===== src/rtl/bel_pkg.sv =====
package bel_pkg;

  typedef enum logic [5:0] {
    OPC_LB = 6'd32,
    OPC_LW = 6'd35,
    OPC_SB = 6'd40,
    OPC_SW = 6'd43
  } opc_e;

  typedef struct packed {
    logic acc;   // a defined access
    logic wr;    // store when set
    logic byt;   // byte size when set
  } acc_t;

  function automatic acc_t decode_op(input logic [5:0] op);
    acc_t a;
    a = '0;
    case (op)
      OPC_LB: begin a.acc = 1'b1; a.byt = 1'b1; end
      OPC_LW: begin a.acc = 1'b1; end
      OPC_SB: begin a.acc = 1'b1; a.wr = 1'b1; a.byt = 1'b1; end
      OPC_SW: begin a.acc = 1'b1; a.wr = 1'b1; end
      default: a = '0;
    endcase
    return a;
  endfunction

endpackage


===== src/rtl/bel_addr_gen.sv =====
module bel_addr_gen #(
  parameter int ADDR_W = 32,
  parameter int OFF_W  = 16,
  parameter int LANES  = 4,
  localparam int OFS_W = $clog2(LANES)
) (
  input  logic [ADDR_W-1:0]       base,
  input  logic [OFF_W-1:0]        offset,
  output logic [ADDR_W-1:0]       eff_addr,
  output logic [ADDR_W-OFS_W-1:0] word_addr,
  output logic [OFS_W-1:0]        byte_ofs
);

  function automatic logic [ADDR_W-1:0] sext_off(input logic [OFF_W-1:0] o);
    return {{(ADDR_W-OFF_W){o[OFF_W-1]}}, o};
  endfunction

  always_comb begin
    eff_addr  = base + sext_off(offset);
    word_addr = eff_addr[ADDR_W-1:OFS_W];
    byte_ofs  = eff_addr[OFS_W-1:0];
  end

endmodule


===== src/rtl/bel_store_lane.sv =====
module bel_store_lane #(
  parameter int LANES  = 4,
  parameter int BYTE_W = 8,
  localparam int DATA_W = LANES * BYTE_W,
  localparam int OFS_W  = $clog2(LANES)
) (
  input  logic              do_wr,
  input  logic              is_byte,
  input  logic [OFS_W-1:0]  byte_ofs,
  input  logic [DATA_W-1:0] store_data,
  output logic [LANES-1:0]  we,
  output logic [DATA_W-1:0] wdata
);

  // Big-endian: byte offset 0 lives in the highest lane.
  for (genvar i = 0; i < LANES; i++) begin : g_lane
    localparam logic [OFS_W-1:0] OFS_HERE = OFS_W'(LANES - 1 - i);
    assign we[i] = do_wr & (~is_byte | (byte_ofs == OFS_HERE));
    assign wdata[i*BYTE_W +: BYTE_W] = is_byte ? store_data[BYTE_W-1:0]
                                               : store_data[i*BYTE_W +: BYTE_W];
  end

endmodule


===== src/rtl/bel_load_align.sv =====
module bel_load_align #(
  parameter int LANES  = 4,
  parameter int BYTE_W = 8,
  localparam int DATA_W = LANES * BYTE_W,
  localparam int OFS_W  = $clog2(LANES)
) (
  input  logic              clk,
  input  logic              rst_n,
  input  logic              issue,
  input  logic              is_byte,
  input  logic [OFS_W-1:0]  byte_ofs,
  input  logic [DATA_W-1:0] rdata,
  output logic              ld_valid,
  output logic [DATA_W-1:0] ld_data
);

  logic             pend_q;
  logic             byt_q;
  logic [OFS_W-1:0] ofs_q;
  logic [BYTE_W-1:0] sel_byte;

  always_ff @(posedge clk) begin
    if (!rst_n) begin
      pend_q <= 1'b0;
      byt_q  <= 1'b0;
      ofs_q  <= '0;
    end else begin
      pend_q <= issue;
      if (issue) begin
        byt_q <= is_byte;
        ofs_q <= byte_ofs;
      end
    end
  end

  function automatic logic [DATA_W-1:0] sext_byte(input logic [BYTE_W-1:0] b);
    return {{(DATA_W-BYTE_W){b[BYTE_W-1]}}, b};
  endfunction

  always_comb begin
    sel_byte = '0;
    for (int i = 0; i < LANES; i++) begin
      if (ofs_q == OFS_W'(LANES - 1 - i)) sel_byte = rdata[i*BYTE_W +: BYTE_W];
    end
    ld_valid = pend_q;
    ld_data  = byt_q ? sext_byte(sel_byte) : rdata;
  end

endmodule


===== src/rtl/bel_lsu.sv =====
module bel_lsu #(
  parameter int ADDR_W = 32,
  parameter int OFF_W  = 16,
  parameter int LANES  = 4,
  parameter int BYTE_W = 8,
  localparam int DATA_W = LANES * BYTE_W,
  localparam int OFS_W  = $clog2(LANES)
) (
  input  logic                    clk,
  input  logic                    rst_n,
  input  logic                    req_valid,
  input  logic [5:0]              req_op,
  input  logic [ADDR_W-1:0]       base,
  input  logic [OFF_W-1:0]        offset,
  input  logic [DATA_W-1:0]       store_data,
  output logic [ADDR_W-OFS_W-1:0] mem_addr,
  output logic                    mem_re,
  output logic [LANES-1:0]        mem_we,
  output logic [DATA_W-1:0]       mem_wdata,
  output logic                    misalign,
  input  logic [DATA_W-1:0]       mem_rdata,
  output logic                    ld_valid,
  output logic [DATA_W-1:0]       ld_data
);
  import bel_pkg::*;

  acc_t             acc;
  logic [ADDR_W-1:0] eff_addr;
  logic [OFS_W-1:0]  byte_ofs;
  logic              live;      // defined access this cycle
  logic              rd_issue;  // load sent to memory
  logic              wr_issue;  // store sent to memory

  always_comb begin
    acc      = decode_op(req_op);
    live     = req_valid & acc.acc;
    misalign = live & ~acc.byt & (byte_ofs != '0);
    rd_issue = live & ~acc.wr & ~misalign;
    wr_issue = live &  acc.wr & ~misalign;
    mem_re   = rd_issue;
  end

  bel_addr_gen #(.ADDR_W(ADDR_W), .OFF_W(OFF_W), .LANES(LANES)) u_agen (
    .base      (base),
    .offset    (offset),
    .eff_addr  (eff_addr),
    .word_addr (mem_addr),
    .byte_ofs  (byte_ofs)
  );

  bel_store_lane #(.LANES(LANES), .BYTE_W(BYTE_W)) u_st (
    .do_wr      (wr_issue),
    .is_byte    (acc.byt),
    .byte_ofs   (byte_ofs),
    .store_data (store_data),
    .we         (mem_we),
    .wdata      (mem_wdata)
  );

  bel_load_align #(.LANES(LANES), .BYTE_W(BYTE_W)) u_ld (
    .clk      (clk),
    .rst_n    (rst_n),
    .issue    (rd_issue),
    .is_byte  (acc.byt),
    .byte_ofs (byte_ofs),
    .rdata    (mem_rdata),
    .ld_valid (ld_valid),
    .ld_data  (ld_data)
  );

endmodule


===== config.mk =====
export PLATFORM = sky130hd
export DESIGN_NAME = bel_lsu
export DESIGN_NICKNAME = d
export VERILOG_FILES = /design/src/rtl/bel_pkg.sv /design/src/rtl/bel_addr_gen.sv /design/src/rtl/bel_store_lane.sv /design/src/rtl/bel_load_align.sv /design/src/rtl/bel_lsu.sv
export SDC_FILE = /design/constraint.sdc
export NUM_CORES = 1
export LEC_CHECK = 0
export ABC_CLOCK_PERIOD_IN_PS = 5300
export CAP_MARGIN = 0
export CORE_ASPECT_RATIO = 1.1
export CORE_MARGIN = 4
export CORE_UTILIZATION = 45
export DETAILED_ROUTE_END_ITERATION = 6
export DONT_BUFFER_PORTS = 1
export GPL_TIMING_DRIVEN = 0
export SLEW_MARGIN = 20
export SYNTH_ARGS = -nofsm -noshare
export SYNTH_HDL_FRONTEND = slang
export SYNTH_HIERARCHICAL = 1
export SYNTH_SLANG_ARGS = --single-unit

===== constraint.sdc =====
create_clock -name clk -period 5.3 [get_ports clk]
set_input_delay 0.795 -clock clk [delete_from_list [all_inputs] [get_ports clk]]
set_output_delay 0.795 -clock clk [all_outputs]
set_load 0.01 [all_outputs]

After elaboration in Yosys (flattened, before gate mapping) --
Index checks and enable logic that the tools add are counted.
Word-level totals: register bits 4, bits of input ports 121, output and inout bits 101, word-level logic and storage cells 49
Operators by class: add/sub/neg operators 1, equality and inequality tests 10, muxes and demuxes 11, bitwise gates (word level) 18, reduce and logical (&&, ||, !) cells 6
Operators with widths (count):
- $mux 8 | 7
- $add 32x32->32 | 1
- $mux 32 | 1
- $eq 6x6->1 const B | 4
- $and 1x1->1 | 11
- $eq 2x2->1 const B | 4
- $eq 2x1->1 const B | 2
- $logic_not 2->1 | 2
- $or 1x1->1 | 4
- $reduce_or 2->1 | 2
- $reduce_or 4->1 | 1
- $mux 1 | 3
- $not 1->1 | 3
- $reduce_bool 2->1 | 1

Depth between registers and ports, before layout --
depth in word-level cells 9, depth in mapped cells 10, depth with buffers taken out 9

Hierarchy --
The synthesis kept the hierarchy.
By module, submodules not included:
- bel_addr_gen | times used 1, cells each 273, area each 1984.4 sq um, seq. area each 0.0 sq um
- bel_load_align | times used 1, cells each 109, area each 748.2 sq um, seq. area each 80.1 sq um
- bel_store_lane | times used 1, cells each 76, area each 514.2 sq um, seq. area each 0.0 sq um
- bel_lsu | times used 1, cells each 9, area each 76.3 sq um, seq. area each 0.0 sq um

Worst setup path after synthesis --
OpenSTA, ideal clock, no wires.
path type input to output, start point input port offset[0], end point output port mem_addr[24], arrival 2.780 ns, required time 4.505 ns, path slack 1.725 ns, stages on the path 10, cell sequence ha_1 fa_1 a21o_1 a31o_2 nand3_1 o221ai_1 a311oi_1 o21bai_1 xor2_1 buf_4
On the way: longest elaborated chain between the ends 1
RTL lines:
- start: declaration | RTL line bel_lsu.sv:14 | input logic [OFF_W-1:0] offset,
- $add 32x32->32 | RTL line bel_addr_gen.sv:19 | eff_addr = base + sext_off(offset);
- end: declaration | RTL line bel_lsu.sv:16 | output logic [ADDR_W-OFS_W-1:0] mem_addr,
No other way between the ends.

Worst setup path in the final report --
Ends and elaborated chain as after synthesis.

==> out/summary.md <==
## GRT
• first-pass GRT wire length: 16880 microns
• global route overflow: 0
• number of global-route vias before repair: 3201
• met2 layer usage reported by global route: 40.80%
• grt met3 use: 8.783%
• total routing resource utilization after global routing: 23.20%
• met1 Use GR: 26.71%
• gr busiest metal: met2
• antenna violations before repair: 0
• largest net degree at the start of global routing: 18

## Synth
• synthesized instance count: 465
• post-synthesis instance area: 0.003308 sq mm
• Syn Area/Cell: 7.114 sq um
• Post-Synthesis Net Count: 618
• Yosys warning count: 6

## Power
• switching component of the power: 0.2413 mW
• LEAKAGE: 1.660 nW
• Pwr per Cell Area: 145.5 mW/mm^2
• clock network fraction of design power: 12.4%
• Switching Fraction: 47.93%
• Seq pwr share: 6.1%
• worst-case vdd ir drop: 0.07184 mV
• Gate power share: 81.6%
• Internal Dissipation: 0.2622 mW
• Total Power: 0.5035 mW

## Route
• Detailed Route WL: 10810 microns
• first-pass detailed-route iteration total: 4
• Initial DRC Count: 109
• detailed-route via count: 3266
• DR WL/cell: 19.54 microns
• number of remaining DRC errors: 0
• Vias/cell: 5.906
• count of nets left with antenna violations after detail routing: 0

## Critical path
• maximum fanout encountered on the critical timing path: 4
• critical path arrival: 3.12 ns
• start-to-end type of the worst setup path: primary input to primary output
• worst setup path startpoint: offset[0]
• data required time at the worst endpoint: 4.51 ns
• endpoint class of the critical path: primary output
• CP Launch Type: primary input
• Critical R2R Launch: u_ld/ofs_q[0]

## Timing
• Slew HR: 50.46%
• final number of max-transition violations: 0
• Worst Tran Pin Value: 0.7430 ns
• top achievable clock speed: 255.5 MHz
• post-layout minimum cycle time: 3.914 ns
• setup repair after global routing missed its margin: false
• final setup violating endpoints: 0
• total negative setup slack: 0 ns
• number of endpoints with negative hold slack in the final report: 0
• final period utilization: 73.86%
• worst hold slack across all endpoints: 0.6892 ns
• Post-Route Skew: 0 ns

## Status
• outcome: finished clean

## Min path
• startpoint of the tightest hold check path: u_ld/byt_q
• class of the worst hold path: flop to flop

## Clock network
• Clock Latency Late Sink: 0.21 ns
• clk sink count: 4
• number of buffers inserted for hold repair after clock tree synthesis: 0
• number of resized instances in the post-cts repair step: 0
• cell at the root of the clock tree: clkbuf_8
• number of buffers inserted during clock tree synthesis: 3
• clock slew at the register clock pins of the worst setup and hold paths: 0.03 ns
• number of buffers on the longest clock path: 2
• Post-CTS Setup Bufs: 0
• CTS tree: built
• Clock H-tree levels: 1

## Cells and area
• Net count, final: 623
• fraction of final layout cells with drive strength greater than 1: 23.72%
• number of diodes: 0
• area growth from synthesis to layout: 4.614%
• number of filler instances in the final layout: 754

## Die
• starting density of the core: 46.68%
• IO Count: 222
• area enclosed by the die boundary: 0.008789 sq mm
• width of the die: 89.75 microns
• Std-Cell Rows: 32
• DIE HEIGHT: 97.93 microns
• standard cell core area: 0.007087 sq mm

## Placed design
• final weighted congestion of routability-driven global placement: 1.028
• port bufs: 0
• placed wire-length estimate: 9440 microns

## Job
• maximum capacitance violations: 0

-- final cells by class --
cell class              count  area, sq um  area share (%)
flip-flops and latches      4        80.08           2.314
plain buffers              63        445.4           12.87
multi-input cells         342         2577           74.48
inverters                  56        210.2           6.074
well taps                  85        106.4           3.073
clock buffers               3        41.29           1.193
-- stage by stage --
stage	instance area, sq um	worst slack (ns)	utilization, %	std cells
3_5_place_dp	3420	1.416	48.25	550
2_1_floorplan	3308	1.725	-	465
5_1_grt	3461	1.315	48.83	553
3_3_place_gp	3415	1.429	48.18	550
6_report	3461	1.386	48.83	553
4_1_cts	3461	1.407	48.83	553
-- routing by layer --
| layer | vias up | wire, microns |
|---|---|---|
| met2 | 127 | 5275 |
| met4 | 0 | 223 |
| met1 | 1491 | 4289 |
| met3 | 14 | 1018 |
| li1 | 1634 | - |
| met5 | - | 0 |
-- worst max-delay path, stage by stage --
cell and delay, ns:
ha_1 0.23, fa_1 0.42, a21o_1 0.23, a31o_2 0.28
nand3_1 0.08, o221ai_1 0.27, a311oi_1 0.37, o21bai_1 0.11
xor2_1 0.18, buf_4 0.15
-- layout by cell type (no fill, tap or decap), types with 15 or more instances in the layout --
cell type,instances
inv_1,56
o21ai_0,29
nand2_1,24
a21oi_1,38
a21o_1,19
buf_4,40
xor2_1,15
o22ai_1,15
o21ai_2,31
ha_1,31
-- registers in the layout, summed over array words and instances, names as in the netlist --
register       flops
u_ld/byt_q         1
u_ld/ld_valid      1
u_ld/ofs_q         2
-- power by group through the flow --
stage                     sequential (mW)  combinational [mW]  clock [mW]
after floorplan                    0.0309               0.349           0
after global placement             0.0310               0.408           0
after detailed placement           0.0310               0.410           0
after CTS                          0.0306               0.412      0.0640
after global routing               0.0306               0.452      0.0668
final                              0.0306               0.411      0.0623
-- path summary, 6_finish.rpt --
path / end / slack, ns / cells past startpoint
setup / recovery: mem_addr[24] / 1.39 / 10
hold / removal: u_ld/byt_q / 0.69 / 3
setup reg to reg: u_ld/ofs_q[0] / 4.40 / 3
hold reg to reg: u_ld/byt_q / 0.69 / 3
Note: power is estimated with default switching activity, not from simulation.
